<file path="src/rtl/gpio_pkg.sv">
package gpio_pkg;

    localparam int PORT_W = 16;
    localparam int BUS_W  = 32;
    localparam int BE_W   = BUS_W / 8;

    // Protection word bit positions.
    localparam int LOCK_BIT = 7;
    localparam int CEN_BIT  = 6;

    typedef enum logic [2:0] {
        SEL_CTRL,
        SEL_IN,
        SEL_SC,
        SEL_CFG,
        SEL_WP,
        SEL_NONE
    } reg_sel_e;

    // Layout of the control word: upper half output data, lower half direction.
    typedef struct packed {
        logic [PORT_W-1:0] odata;
        logic [PORT_W-1:0] dir;
    } port_ctrl_t;

    // Layout of the configuration word: upper half open-drain, lower half pull-up.
    typedef struct packed {
        logic [PORT_W-1:0] od;
        logic [PORT_W-1:0] pu;
    } pin_cfg_t;

    function automatic reg_sel_e decode_word(input int unsigned idx);
        case (idx)
            0:       return SEL_CTRL;
            1:       return SEL_IN;
            2:       return SEL_SC;
            3:       return SEL_CFG;
            4:       return SEL_WP;
            default: return SEL_NONE;
        endcase
    endfunction

    function automatic logic [BUS_W-1:0] strobe_mask(input logic [BE_W-1:0] be);
        logic [BUS_W-1:0] m;
        for (int b = 0; b < BE_W; b++) begin
            m[b*8 +: 8] = {8{be[b]}};
        end
        return m;
    endfunction

    function automatic logic [BUS_W-1:0] merge_bytes(input logic [BUS_W-1:0] old_v,
                                                     input logic [BUS_W-1:0] new_v,
                                                     input logic [BE_W-1:0]  be);
        logic [BUS_W-1:0] m;
        m = strobe_mask(be);
        return (old_v & ~m) | (new_v & m);
    endfunction

    // Clear dominates set on the same bit.
    function automatic logic [PORT_W-1:0] set_clear(input logic [PORT_W-1:0] cur,
                                                    input logic [PORT_W-1:0] set_m,
                                                    input logic [PORT_W-1:0] clr_m);
        return (cur | set_m) & ~clr_m;
    endfunction

endpackage

</file>
<file path="src/rtl/gpio_in_sync.sv">
module gpio_in_sync #(
    parameter int W      = 16,
    parameter int STAGES = 2
) (
    input  logic         clk,
    input  logic         rst,
    input  logic [W-1:0] async_in,
    output logic [W-1:0] sync_out
);

    logic [W-1:0] stage_q [STAGES];

    genvar s;
    generate
        for (s = 0; s < STAGES; s++) begin : g_stage
            if (s == 0) begin : g_first
                always_ff @(posedge clk) begin
                    if (rst) stage_q[0] <= '0;
                    else     stage_q[0] <= async_in;
                end
            end else begin : g_next
                always_ff @(posedge clk) begin
                    if (rst) stage_q[s] <= '0;
                    else     stage_q[s] <= stage_q[s-1];
                end
            end
        end
    endgenerate

    assign sync_out = stage_q[STAGES-1];

endmodule

</file>
<file path="src/rtl/gpio_wprot.sv">
module gpio_wprot
    import gpio_pkg::*;
(
    input  logic       clk,
    input  logic       rst,
    input  logic       wr,
    input  logic [7:0] wbyte,
    output logic       lock,
    output logic       cfg_en
);

    logic lock_q;
    logic cen_q;

    always_ff @(posedge clk) begin
        if (rst) begin
            lock_q <= 1'b1;
            cen_q  <= 1'b0;
        end else if (wr) begin
            lock_q <= wbyte[LOCK_BIT];
            if (!lock_q) begin
                cen_q <= wbyte[CEN_BIT];
            end
        end
    end

    assign lock   = lock_q;
    assign cfg_en = cen_q;

    AST_EN_NEEDS_UNLOCK: assert property (@(posedge clk) disable iff (rst)
        lock_q |=> $stable(cen_q));

endmodule

</file>
<file path="src/rtl/gpio_pad_drv.sv">
module gpio_pad_drv #(
    parameter int W = 16
) (
    input  logic [W-1:0] dir,
    input  logic [W-1:0] odata,
    input  logic [W-1:0] od,
    input  logic [W-1:0] pu,
    output logic [W-1:0] pad_out,
    output logic [W-1:0] pad_oe,
    output logic [W-1:0] pad_pu
);

    genvar k;
    generate
        for (k = 0; k < W; k++) begin : g_pin
            always_comb begin
                if (dir[k]) begin
                    pad_pu[k] = 1'b0;
                    if (od[k]) begin
                        pad_out[k] = 1'b0;
                        pad_oe[k]  = ~odata[k];
                    end else begin
                        pad_out[k] = odata[k];
                        pad_oe[k]  = 1'b1;
                    end
                end else begin
                    pad_pu[k]  = pu[k];
                    pad_out[k] = 1'b0;
                    pad_oe[k]  = 1'b0;
                end
            end
        end
    endgenerate

endmodule

</file>
<file path="src/rtl/gpio_port_ctl.sv">
module gpio_port_ctl
    import gpio_pkg::*;
#(
    parameter int ADDR_W      = 5,
    parameter int SYNC_STAGES = 2
) (
    input  logic              clk,
    input  logic              rst,
    input  logic [ADDR_W-1:0] bus_addr,
    input  logic              bus_we,
    input  logic [31:0]       bus_wdata,
    input  logic [3:0]        bus_be,
    output logic [31:0]       bus_rdata,
    input  logic [15:0]       pad_in,
    output logic [15:0]       pad_out,
    output logic [15:0]       pad_oe,
    output logic [15:0]       pad_pu
);

    localparam int WORD_W = ADDR_W - 2;

    reg_sel_e          sel;
    port_ctrl_t        ctrl_q;
    pin_cfg_t          cfg_q;
    logic [PORT_W-1:0] pin_lvl;
    logic              lock;
    logic              cfg_en;
    logic              wr_ctrl, wr_sc, wr_cfg, wr_wp;
    logic [BUS_W-1:0]  sc_word;
    logic [PORT_W-1:0] sc_set, sc_clr;

    assign sel     = decode_word(int'(bus_addr[ADDR_W-1:2]));
    assign wr_ctrl = bus_we && (sel == SEL_CTRL);
    assign wr_sc   = bus_we && (sel == SEL_SC);
    assign wr_cfg  = bus_we && (sel == SEL_CFG) && cfg_en;
    assign wr_wp   = bus_we && (sel == SEL_WP) && bus_be[0];

    assign sc_word = bus_wdata & strobe_mask(bus_be);
    assign sc_set  = sc_word[PORT_W-1:0];
    assign sc_clr  = sc_word[BUS_W-1:PORT_W];

    always_ff @(posedge clk) begin
        if (rst) begin
            ctrl_q <= '0;
        end else if (wr_ctrl) begin
            ctrl_q <= port_ctrl_t'(merge_bytes(ctrl_q, bus_wdata, bus_be));
        end else if (wr_sc) begin
            ctrl_q.odata <= set_clear(ctrl_q.odata, sc_set, sc_clr);
        end
    end

    always_ff @(posedge clk) begin
        if (rst) begin
            cfg_q <= '0;
        end else if (wr_cfg) begin
            cfg_q <= pin_cfg_t'(merge_bytes(cfg_q, bus_wdata, bus_be));
        end
    end

    gpio_wprot u_wprot (
        .clk    (clk),
        .rst    (rst),
        .wr     (wr_wp),
        .wbyte  (bus_wdata[7:0]),
        .lock   (lock),
        .cfg_en (cfg_en)
    );

    gpio_in_sync #(
        .W      (PORT_W),
        .STAGES (SYNC_STAGES)
    ) u_sync (
        .clk      (clk),
        .rst      (rst),
        .async_in (pad_in),
        .sync_out (pin_lvl)
    );

    gpio_pad_drv #(
        .W (PORT_W)
    ) u_pad (
        .dir     (ctrl_q.dir),
        .odata   (ctrl_q.odata),
        .od      (cfg_q.od),
        .pu      (cfg_q.pu),
        .pad_out (pad_out),
        .pad_oe  (pad_oe),
        .pad_pu  (pad_pu)
    );

    always_comb begin
        bus_rdata = '0;
        case (sel)
            SEL_CTRL: bus_rdata = ctrl_q;
            SEL_IN:   bus_rdata = {{(BUS_W-PORT_W){1'b0}}, pin_lvl};
            SEL_CFG:  bus_rdata = cfg_q;
            SEL_WP: begin
                bus_rdata[LOCK_BIT] = lock;
                bus_rdata[CEN_BIT]  = cfg_en;
            end
            default:  bus_rdata = '0;
        endcase
    end

    AST_RESET_WINS: assert property (@(posedge clk) disable iff (rst)
        wr_sc |=> ((ctrl_q.odata & $past(sc_clr)) == '0));

    AST_SC_KEEPS_DIR: assert property (@(posedge clk) disable iff (rst)
        wr_sc |=> $stable(ctrl_q.dir));

    AST_CFG_LOCKED: assert property (@(posedge clk) disable iff (rst)
        !cfg_en |=> $stable(cfg_q));

    AST_PU_INPUT_ONLY: assert property (@(posedge clk) disable iff (rst)
        (pad_pu & ctrl_q.dir) == '0);

    AST_OD_RELEASE: assert property (@(posedge clk) disable iff (rst)
        (pad_oe & cfg_q.od & ctrl_q.odata) == '0);

    AST_IN_UPPER_ZERO: assert property (@(posedge clk) disable iff (rst)
        (sel == SEL_IN) |-> (bus_rdata[31:16] == '0));

    AST_INPUT_NO_OE: assert property (@(posedge clk) disable iff (rst)
        (pad_oe & ~ctrl_q.dir) == '0);

endmodule

</file>
<file path="config.mk">
export PLATFORM = sky130hd
export DESIGN_NAME = gpio_port_ctl
export DESIGN_NICKNAME = d
export VERILOG_FILES = /design/src/rtl/gpio_pkg.sv /design/src/rtl/gpio_in_sync.sv /design/src/rtl/gpio_wprot.sv /design/src/rtl/gpio_pad_drv.sv /design/src/rtl/gpio_port_ctl.sv
export SDC_FILE = /design/constraint.sdc
export NUM_CORES = 1
export LEC_CHECK = 0
export ABC_AREA = 1
export BUFFER_PORTS_ARGS = -buffer_cell sky130_fd_sc_hd__buf_2
export CAP_MARGIN = 0
export CORE_ASPECT_RATIO = 0.75
export CORE_MARGIN = 1.5
export CORE_UTILIZATION = 54
export CTS_CLUSTER_SIZE = 25
export DETAILED_ROUTE_END_ITERATION = 8
export HOLD_SLACK_MARGIN = 0.1
export PLACE_DENSITY = 0.81
export SLEW_MARGIN = 25
export SYNTH_ARGS = -nofsm -noshare
export SYNTH_HDL_FRONTEND = slang
export SYNTH_HIERARCHICAL = 1
export SYNTH_SLANG_ARGS = --single-unit
</file>
<file path="constraint.sdc">
create_clock -name clk -period 1.5 [get_ports clk]
set_input_delay 0.075 -clock clk [delete_from_list [all_inputs] [get_ports clk]]
set_output_delay 0.075 -clock clk [all_outputs]
set_load 0.05 [all_outputs]
</file>
; ---- Word level (Yosys, flattened, before mapping)
; Memories as Yosys holds them, arrays and structs flattened.
; Cells that the tools add are included.
; Widths: inputs -> output; s select.
[totals]
regBits = 66
ram_bits = 32
inputBits = 60
mem_count = 1
[memory_table]
columns = name, words, width, rd, rd_ports_with_merged_regs, wr, line
row1 = u_sync.stage_q, 2, 16, 2, 0, 2, gpio_in_sync.sv:11  ; logic [W-1:0] stage_q [STAGES];
[op_classes]
eq_ne = 8
muxes = 91
bitwise = 28
n_reduce_logical = 10
[op_table]
columns = operator, count
row1 = $and 32x32->32, 3
row2 = $mux 1, 83
row3 = $pmux 24 s3, 1
row4 = $mux 16, 4
row5 = $or 32x32->32, 2
row6 = $not 32->32, 1
row7 = $pmux 6 s3, 1
row8 = $not 1->1, 17
row9 = $and 16x16->16, 1
row10 = $not 16->16, 1
row11 = $or 16x16->16, 1
row12 = $pmux 3 s5, 1
row13 = $eq 3x2->1 const B, 4
row14 = $pmux 2 s4, 1
row15 = $eq 3x1->1 const B, 2
row16 = $eq 3x3->1 const B, 2
row17 = $logic_and 1x1->1, 6
row18 = $logic_not 3->1, 2
row19 = $or 1x1->1, 2
row20 = $reduce_and 2->1, 1
row21 = $reduce_bool 2->1, 1

; ---- Depth between registers and ports, before layout
[logic_depth]
ltp_word = 6
depth_mapped = 8

; ---- Modules after synthesis
; The synthesis kept the hierarchy.
[by_module_without_submodules]
columns = mod, n_inst, cells_each, area_each_um2, seq_area_each_um2
row1 = gpio_port_ctl, 1, 685, 3905.0, 1281.2
row2 = gpio_in_sync, 1, 99, 914.6, 640.6
row3 = gpio_pad_drv, 1, 128, 520.5, 0.0
row4 = gpio_wprot, 1, 11, 78.8, 40.0

; ---- Worst setup path before layout
; Ideal clock, no wire load.
[synth_timing]
path_kind = input -> output
from = in bus_addr[3]
to = out bus_rdata[19]
arrival_time_ns = 1.532
t_required_ns = 1.425
path_slack_ns = -0.107
stages = 6
path_buffers = 2
path_cell_list = buf_2 -> nand2_1 -> nor2_4 -> inv_1 -> buf_2 -> o22ai_1
[synth_via]
elab_chain_cells = 4
[synth_lines]
columns = element, line
row1 = start: declaration, gpio_port_ctl.sv:9  ; input logic [ADDR_W-1:0] bus_addr,
row2 = "$eq 3x3->1, or another cell as far along", gpio_pkg.sv:33  ; case (idx)
row3 = $pmux 3 s5 *, gpio_pkg.sv:33
row4 = "$eq 3x2->1, or another cell as far along", gpio_port_ctl.sv:93  ; case (sel)
row5 = $pmux 24 s3 *, gpio_port_ctl.sv:93
row6 = end: declaration, gpio_port_ctl.sv:13  ; output logic [31:0] bus_rdata,
; Mark *: on every way between the ends. The rest lies on a longest branch, timed or not.

==> out/metrics.cfg <==
[worst_hold_path]
holdPathStages = 5
hold_path_startpoint = bus_wdata[15]
hp-class = input pin to flop

[clock_tree]
clk_latency_ns = 0.35
clk_path_buf_depth = 2
clkTransAtPathRegs_ns = 0.07
htreeDepth = 3
cts_buffers = 9
cts_root_buffer = clkbuf_16
cts_tree = done
clock-sinks = 98

[setup_path]
cpLargestDelayFamily = flip-flops
rrSetupSlack_ns = 0.19
worst_ep_required_time_ns = 1.42
worstPathBufferInverterCount = 2
critPathKind = flop to output port
endpoint_kind = output port
slowest_delay_ns = 0.40
start_kind = flop
cp_max_fo = 4
rr_worst_depth = 6
crit_chain = inv_1 -> o211ai_1 -> buf_2
cp.arrival_ns = 1.35
crit_path_top_delay_cell = dfxtp_1
r2r-start = u_wprot/cfg_en

[timing]
min_period_ns = 1.43
worst_pin_slew_ns = 0.588
rsz0062_at_grt = no
skew_ns = 0.00301
slew_violations = 0
finalHoldViolations = 0
fmax_ghz = 0.701
setup_viol = 0
finalCritPeriodShare_pct = 95.0
slew_headroom_pct = 60.7

[logic_synthesis]
netlist.area_leader.share_pct = 36.2
synth.area.top_cells = dfxtp_1 36%, nand2_1 21%, inv_1 14%
synth_most_common_cell = nand2_1
syn_inst = 923
synth_async_sr_flop_share_pct = 0
synth_ff_type = dfxtp_1
syn_avg_cell_area_um2 = 5.87
syn_area_um2 = 5420
ys_warn_count = 6
synth_common_cells = 301 x nand2_1, 203 x inv_1, 150 x nor2_1, 98 x dfxtp_1, 42 x nand3_1
yosys.area.top_type = dfxtp_1
seq_area_frac_synth_pct = 36.2
ys_ff_latch = 98
synth_edf_count = 0
synth_nets = 983
synth_cell_types = 21

[pwr]
p_int_mw = 4.12
p_leak_nw = 3.82
p_comb_share_pct = 14.6
p_sw_mw = 1.58
sw_frac_of_total_pct = 27.7
p_per_area_nw_per_um2 = 816
power_frac_seq_pct = 47.4
clkPwrFrac_pct = 38.0
ir_drop_mv = 0.593

[detailed_routing]
post_drt_wl_per_cell_um = 12.2
first_pass_iters = 5
drcViolationCount = 0
dr.first_iter.drc_count = 409
ant_nets = 0
vias_per_cell = 4.83
wl_um = 15100
vias = 5964

[placement]
port-buffer-count = 137
place_inst = 1177
globalplace.congestion = 0.897
place_area_um2 = 6270
dp_hpwl_um = 10200

[global_routing]
grt_pass1_wl_um = 24700
grt_use_total_pct = 28.5
grt_max_degree = 71
antenna_found_initial = 1
overflow = 0
grt_pass1_vias = 5433

[finish]
fillCellCount = 841
drive_above_1_share_pct = 18.0
layoutNonFillerInstCount = 1235
final_nets = 1159
antenna_cells = 0
final_area_um2 = 6990
synthToLayoutAreaGrowth_pct = 29.0

[die]
die_y_um = 89.8
die_w_um = 119
ios = 140
row_count = 31
start_util_pct = 55.9
design.core.area_um2 = 9700
die_area_um2 = 10700

[outcome]
status = complete, no violations

[run]
cap_viol_max_count = 0

-- worst register-to-register path: cells and delay by family, from the launching register on --
family | cells | cell delay (ns)
and+or+nand+nor | 5 | 0.66
DFF | 1 | 0.33
buffers and inverters | 1 | 0.20
-- worst max-delay path by stage --
stage | end | slack, ns | cells past startpoint
2_1_floorplan | bus_rdata[19] | -0.11 | 6
3_3_place_gp | flop | 0.1 | 8
3_5_place_dp | flop | 0.06 | 8
4_1_cts | bus_rdata[5] | 0.06 | 3
5_1_grt | bus_rdata[5] | 0.01 | 3
6_report | bus_rdata[0] | 0.07 | 3
-- layout by cell type, fill, tap and decap left out, drive strengths merged --
cell and count:
a21oi 2, buf 160, clkbuf 11, clkinv 5, clkinvlp 2, dfxtp 98
dlygate4sd3 42, inv 203, nand2 301, nand3 42, nand4 34, nor2 170
nor3 1, nor4 1, o211ai 14, o21ai 1, o22ai 16
-- cell type report --
type	instances	area, um^2	area share, %
flip-flops and latches	98	1960	28.1
multi-input cells	582	2480	35.5
clock buffers	10	239	3.42
well taps	132	165	2.36
clock inverters	5	31.3	0.447
inverters	205	773	11.1
repair buffers	203	1340	19.1
-- per-layer routing --
metal	vias to the layer above	global-route usage (%)	wire, um
li1	3076	-	-
met1	2652	35.5	6570
met2	210	50.3	7270
met3	24	4.95	967
met4	2	9.04	259
met5	-	0	13
-- stage by stage --
step / setup TNS [ns] / utilization, % / worst slack, ns / power (mW) / hold WS [ns]
floorplan: -1.34 / - / -0.107 / 3.25 / 0.146
global placement: 0 / 64.7 / 0.0957 / 3.48 / 0.273
detailed placement: 0 / 64.7 / 0.0575 / 3.49 / 0.283
CTS: 0 / 71.8 / 0.0594 / 5.70 / 0.104
global route: 0 / 72.1 / 0.0150 / 5.91 / 0.144
finish: 0 / 72.1 / 0.0743 / 5.70 / 0.104
-- cells by family (layout without fill, tap and decap cells) --
| group | Yosys count | count (layout) | share of synthesized area (%) |
|---|---|---|---|
| AO/OA/AOI/OAI | 33 | 33 | 4.06 |
| buffers and inverters | 243 | 423 | 18.0 |
| flip-flops | 98 | 98 | 36.2 |
| AND/OR/NAND/NOR | 549 | 549 | 41.7 |
-- power groups by stage --
stage          sequential (mW)  clock, mW  combinational (mW)
6_report                  2.70       2.17               0.832
2_1_floorplan             2.75          0               0.498
4_1_cts                   2.70       2.18               0.813
3_3_place_gp              2.76          0               0.714
5_1_grt                   2.71       2.28               0.913
3_5_place_dp              2.76          0               0.724
-- repair_timing --
item | CTS | global route
setup endpoints to repair | 0 | 5
hold buffers | 42 | 0
endpoints found under the hold margin | 46 | 0
gates resized for setup | 0 | 2
setup buffers | 0 | 1
(Power assumes the default switching activity.)
